<file path="src/rtl/tgw_pkg.sv">
package tgw_pkg;
    typedef enum logic [0:0] {
        GATE_RUN  = 1'b0,
        GATE_HOLD = 1'b1
    } gate_state_e;

    localparam int unsigned N_IN   = 2;
    localparam int unsigned N_OUT  = 2;
    localparam int unsigned N_CHAN = N_IN + N_OUT;
endpackage

</file>
<file path="src/rtl/tgw_token_fifo.sv">
module tgw_token_fifo #(
    parameter int unsigned W     = 16,
    parameter int unsigned DEPTH = 4
) (
    input  logic         clk,
    input  logic         rst_n,
    input  logic         push_valid,
    output logic         push_ready,
    input  logic [W-1:0] push_data,
    output logic         pop_valid,
    input  logic         pop_ready,
    output logic [W-1:0] pop_data
);
    localparam int unsigned PW = (DEPTH > 1) ? $clog2(DEPTH) : 1;
    localparam int unsigned CW = $clog2(DEPTH + 1);

    logic [W-1:0]  mem [DEPTH];
    logic [PW-1:0] rp, wp;
    logic [CW-1:0] cnt;
    logic          do_push, do_pop;

    assign push_ready = (cnt != CW'(DEPTH));
    assign pop_valid  = (cnt != '0);
    assign pop_data   = mem[rp];
    assign do_push    = push_valid && push_ready;
    assign do_pop     = pop_valid && pop_ready;

    always_ff @(posedge clk) begin
        if (!rst_n) begin
            rp  <= '0;
            wp  <= '0;
            cnt <= '0;
        end else begin
            if (do_push) wp <= (wp == PW'(DEPTH - 1)) ? '0 : wp + 1'b1;
            if (do_pop)  rp <= (rp == PW'(DEPTH - 1)) ? '0 : rp + 1'b1;
            unique case ({do_push, do_pop})
                2'b10:   cnt <= cnt + 1'b1;
                2'b01:   cnt <= cnt - 1'b1;
                default: cnt <= cnt;
            endcase
        end
    end

    always_ff @(posedge clk) begin
        if (do_push) mem[wp] <= push_data;
    end
endmodule

</file>
<file path="src/rtl/tgw_target.sv">
module tgw_target #(
    parameter int unsigned W = 16
) (
    input  logic         clk,
    input  logic         rst_n,
    input  logic         adv,
    input  logic [W-1:0] in_a,
    input  logic [W-1:0] in_b,
    output logic [W-1:0] out_acc,
    output logic [W-1:0] out_sum
);
    logic [W-1:0] sum_q, sum_d;
    logic [W-1:0] acc_q, acc_d;

    // hold multiplexers: without adv each register reloads itself
    always_comb begin
        sum_d = adv ? (in_a + in_b)  : sum_q;
        acc_d = adv ? (acc_q + sum_q) : acc_q;
    end

    always_ff @(posedge clk) begin
        if (!rst_n) begin
            sum_q <= '0;
            acc_q <= '0;
        end else begin
            sum_q <= sum_d;
            acc_q <= acc_d;
        end
    end

    assign out_acc = acc_q;
    assign out_sum = sum_q;
endmodule

</file>
<file path="src/rtl/tgw_trace_buf.sv">
module tgw_trace_buf #(
    parameter int unsigned W  = 16,
    parameter int unsigned AW = 3
) (
    input  logic          clk,
    input  logic          rst_n,
    input  logic          wr_en,
    input  logic [W-1:0]  wr_data,
    input  logic [AW-1:0] rd_idx,
    output logic [W-1:0]  rd_data,
    output logic [AW:0]   fill
);
    localparam int unsigned L = 1 << AW;

    logic [W-1:0]  mem [L];
    logic [AW-1:0] wp;
    logic [AW:0]   fill_q;
    logic [AW-1:0] rd_addr;

    always_ff @(posedge clk) begin
        if (!rst_n) begin
            wp     <= '0;
            fill_q <= '0;
        end else if (wr_en) begin
            wp <= wp + 1'b1;
            if (fill_q != (AW+1)'(L)) fill_q <= fill_q + 1'b1;
        end
    end

    always_ff @(posedge clk) begin
        if (wr_en) mem[wp] <= wr_data;
    end

    assign rd_addr = wp - fill_q[AW-1:0] + rd_idx;
    assign rd_data = mem[rd_addr];
    assign fill    = fill_q;
endmodule

</file>
<file path="src/rtl/tgw_gate_wrap.sv">
module tgw_gate_wrap
    import tgw_pkg::*;
#(
    parameter int unsigned DATA_W     = 16,
    parameter int unsigned FIFO_DEPTH = 4,
    parameter int unsigned TRACE_AW   = 3,
    parameter int unsigned CNT_W      = 32
) (
    input  logic                      clk,
    input  logic                      rst_n,
    input  logic [N_IN-1:0]           in_valid,
    output logic [N_IN-1:0]           in_ready,
    input  logic [N_IN*DATA_W-1:0]    in_data,
    output logic [N_OUT-1:0]          out_valid,
    input  logic [N_OUT-1:0]          out_ready,
    output logic [N_OUT*DATA_W-1:0]   out_data,
    input  logic                      hold_req,
    output logic                      hold_ack,
    output logic [CNT_W-1:0]          cycle_count,
    input  logic                      trc_rd,
    input  logic [1:0]                trc_sel,
    input  logic [TRACE_AW-1:0]       trc_idx,
    output logic [DATA_W-1:0]         trc_data,
    output logic [TRACE_AW:0]         trc_fill
);
    gate_state_e state_q, state_d;

    logic [N_IN-1:0]   tok_avail;
    logic [N_OUT-1:0]  space;
    logic [DATA_W-1:0] tok_val [N_IN];
    logic [DATA_W-1:0] tgt_out [N_OUT];
    logic [DATA_W-1:0] chan_val [N_CHAN];
    logic [DATA_W-1:0] ch_rd [N_CHAN];
    logic [TRACE_AW:0] ch_fill [N_CHAN];
    logic              stall_all, tokens_ok, fire;
    logic [CNT_W-1:0]  cnt_q;

    for (genvar i = 0; i < N_IN; i++) begin : g_in
        tgw_token_fifo #(.W(DATA_W), .DEPTH(FIFO_DEPTH)) in_fifo_i (
            .clk       (clk),
            .rst_n     (rst_n),
            .push_valid(in_valid[i]),
            .push_ready(in_ready[i]),
            .push_data (in_data[i*DATA_W +: DATA_W]),
            .pop_valid (tok_avail[i]),
            .pop_ready (fire),
            .pop_data  (tok_val[i])
        );
        assign chan_val[i] = tok_val[i];
    end

    for (genvar j = 0; j < N_OUT; j++) begin : g_out
        tgw_token_fifo #(.W(DATA_W), .DEPTH(FIFO_DEPTH)) out_fifo_i (
            .clk       (clk),
            .rst_n     (rst_n),
            .push_valid(fire),
            .push_ready(space[j]),
            .push_data (tgt_out[j]),
            .pop_valid (out_valid[j]),
            .pop_ready (out_ready[j]),
            .pop_data  (out_data[j*DATA_W +: DATA_W])
        );
        assign chan_val[N_IN + j] = tgt_out[j];
    end

    tgw_target #(.W(DATA_W)) target_i (
        .clk    (clk),
        .rst_n  (rst_n),
        .adv    (fire),
        .in_a   (tok_val[0]),
        .in_b   (tok_val[1]),
        .out_acc(tgt_out[0]),
        .out_sum(tgt_out[1])
    );

    for (genvar c = 0; c < N_CHAN; c++) begin : g_trc
        tgw_trace_buf #(.W(DATA_W), .AW(TRACE_AW)) trace_i (
            .clk    (clk),
            .rst_n  (rst_n),
            .wr_en  (fire),
            .wr_data(chan_val[c]),
            .rd_idx (trc_idx),
            .rd_data(ch_rd[c]),
            .fill   (ch_fill[c])
        );
    end

    assign trc_data  = ch_rd[trc_sel];
    assign trc_fill  = ch_fill[trc_sel];
    assign stall_all = hold_req || trc_rd;
    assign tokens_ok = (&tok_avail) && (&space);

    // state register
    always_ff @(posedge clk) begin
        if (!rst_n) state_q <= GATE_RUN;
        else        state_q <= state_d;
    end

    // next state and outputs
    always_comb begin
        state_d  = state_q;
        fire     = 1'b0;
        hold_ack = 1'b0;
        unique case (state_q)
            GATE_RUN: begin
                fire = !stall_all && tokens_ok;
                if (stall_all) state_d = GATE_HOLD;
            end
            GATE_HOLD: begin
                hold_ack = 1'b1;
                if (!stall_all) state_d = GATE_RUN;
            end
            default: state_d = GATE_RUN;
        endcase
    end

    always_ff @(posedge clk) begin
        if (!rst_n)    cnt_q <= '0;
        else if (fire) cnt_q <= cnt_q + 1'b1;
    end

    assign cycle_count = cnt_q;
endmodule

</file>
<file path="config.mk">
export PLATFORM = sky130hd
export DESIGN_NAME = tgw_gate_wrap
export DESIGN_NICKNAME = d
export VERILOG_FILES = /design/src/rtl/tgw_pkg.sv /design/src/rtl/tgw_token_fifo.sv /design/src/rtl/tgw_target.sv /design/src/rtl/tgw_trace_buf.sv /design/src/rtl/tgw_gate_wrap.sv
export SDC_FILE = /design/constraint.sdc
export NUM_CORES = 1
export LEC_CHECK = 0
export BUFFER_PORTS_ARGS = -buffer_cell sky130_fd_sc_hd__buf_2
export CAP_MARGIN = 20
export CORE_UTILIZATION = 40
export CTS_CLUSTER_DIAMETER = 200
export DETAILED_ROUTE_END_ITERATION = 7
export MAX_ROUTING_LAYER = met4
export SLEW_MARGIN = 20
export SYNTH_ARGS = -nofsm -noshare
export SYNTH_HDL_FRONTEND = slang
export SYNTH_SLANG_ARGS = --single-unit
</file>
<file path="constraint.sdc">
create_clock -name clk -period 3.2 [get_ports clk]
set_input_delay 0.16 -clock clk [delete_from_list [all_inputs] [get_ports clk]]
set_output_delay 0.16 -clock clk [all_outputs]
set_load 0.1 [all_outputs]
</file>
# After elaboration in Yosys (flattened, before gate mapping)
# Memory sizes are Yosys's and may differ from the RTL's. A register that Yosys moved wholly into a read port is not among the register bits.
# Cells that the tools add are included.
dict set report classes {
  addsub 35
  order_cmp 1
  n_eq_ne 24
  mux 39
  bitwise_logic 1
  reduce_logical 26
}
# operator n
set op_table {}
lappend op_table {{16-bit adder} 2}
lappend op_table {{32-bit by 1-bit adder with 32-bit output (second input constant)} 1}
lappend op_table {{16-bit binary-select mux with 2-bit select} 1}
lappend op_table {{16-bit 2-to-1 mux} 2}
lappend op_table {{2-bit 2-to-1 mux} 16}
lappend op_table {{3-bit by 1-bit adder with 3-bit output (second input constant)} 8}
lappend op_table {{2-bit == test (second input constant)} 12}
lappend op_table {{3-bit one-hot mux with 2 select lines} 4}
lappend op_table {{2-bit by 1-bit adder with 2-bit output (second input constant)} 8}
lappend op_table {{4-bit by 1-bit adder with 4-bit output (second input constant)} 4}
lappend op_table {{4-bit inequality test (second input constant)} 4}
lappend op_table {{1-bit 2-to-1 mux} 13}
lappend op_table {{3-bit adder} 4}
lappend op_table {{3-bit inequality test (second input constant)} 4}
lappend op_table {{2-bit AND reduction} 6}
lappend op_table {{3-bit nonzero test} 4}
lappend op_table {{3-bit by 1-bit subtractor with 3-bit output (second input constant)} 4}
lappend op_table {{3-bit subtractor} 4}
lappend op_table {{1-bit logical AND} 10}
lappend op_table {{4-bit binary-select mux with 2-bit select} 1}
lappend op_table {{2-bit by 1-bit == test with 1-bit output (second input constant)} 4}
lappend op_table {{4-bit 2-to-1 mux} 2}
lappend op_table {{2-bit nonzero test} 4}
lappend op_table {{3-bit greater-or-equal comparator (second input constant)} 1}
lappend op_table {{3 further kinds} 3}
dict set report totals {
  ff_bits 121
  ram_bits 768
  input_bits 45
  out_inout_bits 89
  word_cells 158
  mem_count 8
}
# name words word_bits read_ports rd_clocked_by_memory_dff wr line_no
set memory_table {}
lappend memory_table {{g_trc[0].trace_i.mem} 8 16 1 0 1 tgw_trace_buf.sv:15} ;# logic [W-1:0] mem [L];
lappend memory_table {{g_trc[1].trace_i.mem} 8 16 1 0 1 tgw_trace_buf.sv:15}
lappend memory_table {{g_trc[2].trace_i.mem} 8 16 1 0 1 tgw_trace_buf.sv:15}
lappend memory_table {{g_trc[3].trace_i.mem} 8 16 1 0 1 tgw_trace_buf.sv:15}
lappend memory_table {{g_in[0].in_fifo_i.mem} 4 16 1 1 1 tgw_token_fifo.sv:17} ;# logic [W-1:0] mem [DEPTH];
lappend memory_table {{g_in[1].in_fifo_i.mem} 4 16 1 1 1 tgw_token_fifo.sv:17}
lappend memory_table {{+2 memories} -- -- -- -- -- --}

# Depth between registers and ports, before layout
dict set report depth {
  word_depth 8
  ltp_mapped 13
  ltp_nobuf 12
}

# Modules after synthesis
# Synthesis repeated with hierarchy kept, for this count alone.
dict set report hier_totals {
  cells_unflattened 2094
  area_unflattened_um2 37527.2
}
# mod instances cells_each area_per_inst_um2 seq_area_each_um2
set by_module_without_submodules {}
lappend by_module_without_submodules {tgw_trace_buf 4 246 5357.6 3983.8}
lappend by_module_without_submodules {tgw_token_fifo 4 140 2807.7 2102.0}
lappend by_module_without_submodules {tgw_target 1 333 2761.4 640.6}
lappend by_module_without_submodules {tgw_gate_wrap 1 217 2104.5 660.6}

# Least setup slack after synthesis
# OpenSTA, ideal clock, no wires.
dict set report synth_path {
  path_type {reg-to-output}
  start {register g_trc[0].trace_i.wp[1]}
  end {output trc_data[10]}
  t_arrival_ns 3.840
  required_ns 3.040
  path_slack_ns -0.800
  path_stages_with_launch 11
  path_buffers 1
  path_cell_list {dfxtp_1 inv_1 fa_1 fa_1 xor2_2 xnor2_2 xnor2_4 buf_12 mux2i_1 a22o_1 a221oi_2}
}
dict set report synth_between {
  elab_chain_cells 6
}
# item line_no
set synth_lines {}
lappend synth_lines {{start: declaration} tgw_trace_buf.sv:16} ;# logic [AW-1:0] wp;
lappend synth_lines {{start signal: assignment} tgw_trace_buf.sv:25} ;# wp <= wp + 1'b1;
lappend synth_lines {{3-bit subtractor} tgw_trace_buf.sv:34} ;# assign rd_addr = wp - fill_q[AW-1:0] + rd_idx;
lappend synth_lines {{3-bit adder} tgw_trace_buf.sv:34}
lappend synth_lines {{memory 8 x 16 bit} --}
lappend synth_lines {{16-bit binary-select mux with 2-bit select} tgw_gate_wrap.sv:88} ;# assign trc_data = ch_rd[trc_sel];
lappend synth_lines {{16-bit 2-to-1 mux (implied by the code) (2 in a row)} tgw_gate_wrap.sv:88}
lappend synth_lines {{end: declaration} tgw_gate_wrap.sv:23} ;# output logic [DATA_W-1:0] trc_data,
# Every way passes these cells. The select of a mux whose other input is x is not followed.

# Worst setup path in the final report
dict set report layout_path {
  start {register g_trc[0].trace_i.wp[1]}
  end {output trc_data[4]}
}
# Same word-level chain as after synthesis.

==> metrics.cfg <==
[place]
port_buffers=133
hpwlAfterDp_um=61100
dp_slack_ns=-0.469
finalWeightedCongestion=0.829
dp.cells=3470

[worst_setup_path]
critPathMaxStageDelay_ns=0.46
crit_arrival_ns=3.71
crit_type=reg2out
start_kind=register
cp-end-kind=output pin
critPathTopFamily=adder cells
r2r.worst_path.cells=9
cp_cell_sequence=inv_4, fa_1, fa_2, xor2_2, xnor2_2, xnor2_4, clkbuf_16, mux2i_4, a22o_1, a221oi_4, buf_12
crit_required_ns=3.04
ff2ff_setup_slack_ns=0.12
path_max_fanout=6
crit_slowest_cell=fa_1
worst-path-buf-inv=3
crit_start=g_trc[0].trace_i.wp[1]
r2r_end=target_i.out_sum[11]

[drt]
drt-vias-per-instance=5.33
drtIter0Drc=1520
routedWlPerCell_um=24.3
antenna_left=0
wl_um=89300
post-route-drc-count=0
vias=19600
drt-pass1-iter-count=5

[hold_path]
hold_start=out_ready[1]
hp-class=in2reg
holdPathStages=4
min_to=g_out[1].out_fifo_i.rp[0]

[final_layout]
final_cell_mix=edfxtp_1 (768), mux4_2 (196), buf_4 (136)
syn_to_final_growth_pct=20.3
post-route-util=0.486
final_cell_count_no_fill=3682
drive_gt1_frac=0.306
final_common_cell=edfxtp_1
finalNetCount=2498

[sta]
finalSetupTns_ns=-9.70
hold_violations=0
fin_hold_ws_ns=0.0894
skew_ns=0.0333
slew_violations=0
tightest_slew_ns=0.917
period_share=1.21
grt_setup_unrepaired=yes
max_slew_margin=0.388
finalCriticalPeriod_ns=3.87
clock.fmax_mhz=258
finalWorstSetupSlack_ns=-0.669
setup_viol=16

[floorplanning]
fp-row-count=111
die-area_um2=94000
placeableCoreArea_um2=91800
dieHeight_um=307
start_util=0.404
ios=134
die_x_um=307

[clock_tree]
clockRootBuffer=clkbuf_16
cts_sinks=897
clk_latency_ns=0.67
cts_tree=done
clock_path_buffers=3
clk_pin_slew_ns=0.06
numCtsBuffers=93
htreeDepth=3

[pwr]
p_leak_nw=15.6
peakVddDrop_mv=0.428
power.net_switching_w=0.00664
power.density_nw_per_um2=605
pwr-share-clk=0.406
swShare=0.246
pwr-share-comb=0.119
seq_power_share=0.475
intPower_w=0.0204

[logic_synthesis]
syn-num-nets=2177
synth_edf_count=768
ys_types=78
yosysWarningCount=0
synthFlopType=edfxtp_1
netlist_area_um2=37100
synthArstFlopShare=0
yosysSeqAreaShare=0.691
syn_inst=2043
synth.avg_cell_area_um2=18.2
yosys_register_bits=897

[global_routing]
gr-total-overflow=0
grt_use_total=0.198
grt_max_degree=86
antenna_found_initial=0
grt_pass1_vias=20200
grt_pass1_wl_um=133000

[run_status]
violations=setup timing
status=finished with violations

[flow_run]
drv_cap=0

[layout make-up]
class / instances / area, µm²
Sequential cell: 897 / 25700
Clock buffer: 112 / 2430
Multi-Input combinational cell: 986 / 11300
Antenna cell: 1 / 2.50
Timing Repair Buffer: 328 / 2750
Inverter: 58 / 225
Tap cell: 1243 / 1560
Fill cell: 7529 / 47200
Clock inverter: 57 / 687
[flip-flops by register name, indices dropped and copies added (netlist names), 4 cells and up, named ones only]
signal	count
g_out.out_fifo_i.wp	4
g_out.out_fifo_i.cnt	6
g_out.out_fifo_i.rp	4
target_i.out_acc	16
g_in.in_fifo_i.mem	128
g_trc.trace_i.wp	12
cycle_count	32
g_out.out_fifo_i.mem	128
g_trc.trace_i.fill	16
g_in.in_fifo_i.wp	4
g_in.in_fifo_i.cnt	6
g_in.in_fifo_i.rp	4
target_i.out_sum	16
g_trc.trace_i.mem	512
[stage by stage]
stage               cell area (µm²)  power (W)
global placement              40900     0.0161
global route                  44600     0.0278
CTS                           44600     0.0272
finish                        44600     0.0270
floorplan                     37500     0.0151
detailed placement            40900     0.0162
[metal layers]
metal | track usage | share of wire | vias up | routed length (µm)
met5 | - | 0 | - | 0
met4 | 0.0524 | 0.024 | 0 | 2120
met3 | 0.0264 | 0.041 | 124 | 3650
met2 | 0.321 | 0.50 | 507 | 44500
met1 | 0.264 | 0.44 | 10200 | 39100
li1 | - | - | 8760 | -
[how the worst max path moves through the flow]
stage	cells after the start	slack [ns]	endpoint
after global placement	10	-0.41	trc_data[15]
after global routing	11	-0.79	trc_data[4]
after detailed placement	10	-0.47	trc_data[9]
final	11	-0.67	trc_data[4]
after floorplan	6	-0.50	g_trc[1].trace_i.mem[0][0]
after CTS	11	-0.71	trc_data[4]
[synthesized netlist by cell type, drive strengths merged, types with 3 or more instances]
cell type	n	share of area
o211ai	6	0.0012
mux2i	73	0.020
a21o	15	0.0030
nand2	91	0.0093
o21a	5	0.0010
o21ai	30	0.0040
nand3b	9	0.0018
nor4b	3	0.0013
a21oi	29	0.0039
a211o	3	0.00071
inv	58	0.0059
and2	60	0.010
nor3b	8	0.0019
xor2	32	0.0078
and4	8	0.0019
or3	10	0.0017
o211a	3	0.00081
a311o	3	0.00081
nor3	34	0.0046
xnor2	55	0.017
o21bai	3	0.00061
a211oi	5	0.0010
nand3	27	0.0036
nand2b	4	0.00067
a22o	17	0.0040
nand4	21	0.0044
mux4	196	0.12
nor4	14	0.0025
buf	53	0.0087
a2111oi	3	0.00088
nor2	17	0.0017
and3	22	0.0037
dfxtp	129	0.070
nor2b	24	0.0040
edfxtp	768	0.62
clkbuf	49	0.0051
ha	75	0.025
fa	14	0.0076
a221oi	16	0.0065
o221ai	3	0.00071
a21boi	25	0.0051
[worst register-to-register path: stages, from the launching register on]
cell and delay (ns):
dfxtp_1 0.42, buf_12 0.18, mux4_2 0.62, ha_1 0.37, a211o_1 0.32, a2111oi_4 0.38
a211oi_2 0.10, nand3_1 0.13, mux2i_1 0.08, a311o_1 0.34
[timing repair]
item	in CTS	in global routing
pin swaps	11	1
setup buffers	2	2
setup endpoints to repair	18	19
resized for setup	31	4
hold buffers	37	0
gates cloned	1	0
endpoints found under the hold margin	146	0
[cells by family (layout without fill, tap and decap cells)]
family                     count (synthesis)  in the layout  share of synthesized area
xor gates and xnor gates                  87             87                     0.0247
AOI/OAI and AO/OA                        182            182                     0.0380
muxes                                    271            271                      0.139
adders and majority gates                 89             89                     0.0328
buffers and inverters                    160            555                     0.0196
and+or+nand+nor                          357            357                     0.0544
other                                      0              1                          0
DFF                                      897            897                      0.691
[power groups by stage]
| stage | registers (W) | logic, W | clock network (W) |
|---|---|---|---|
| after detailed placement | 0.0131 | 0.00307 | 0 |
| final | 0.0128 | 0.00321 | 0.0110 |
| after CTS | 0.0128 | 0.00323 | 0.0112 |
| after global placement | 0.0131 | 0.00303 | 0 |
| after floorplan | 0.0131 | 0.00202 | 0 |
| after global routing | 0.0128 | 0.00338 | 0.0116 |
(Power assumes the default switching activity.)
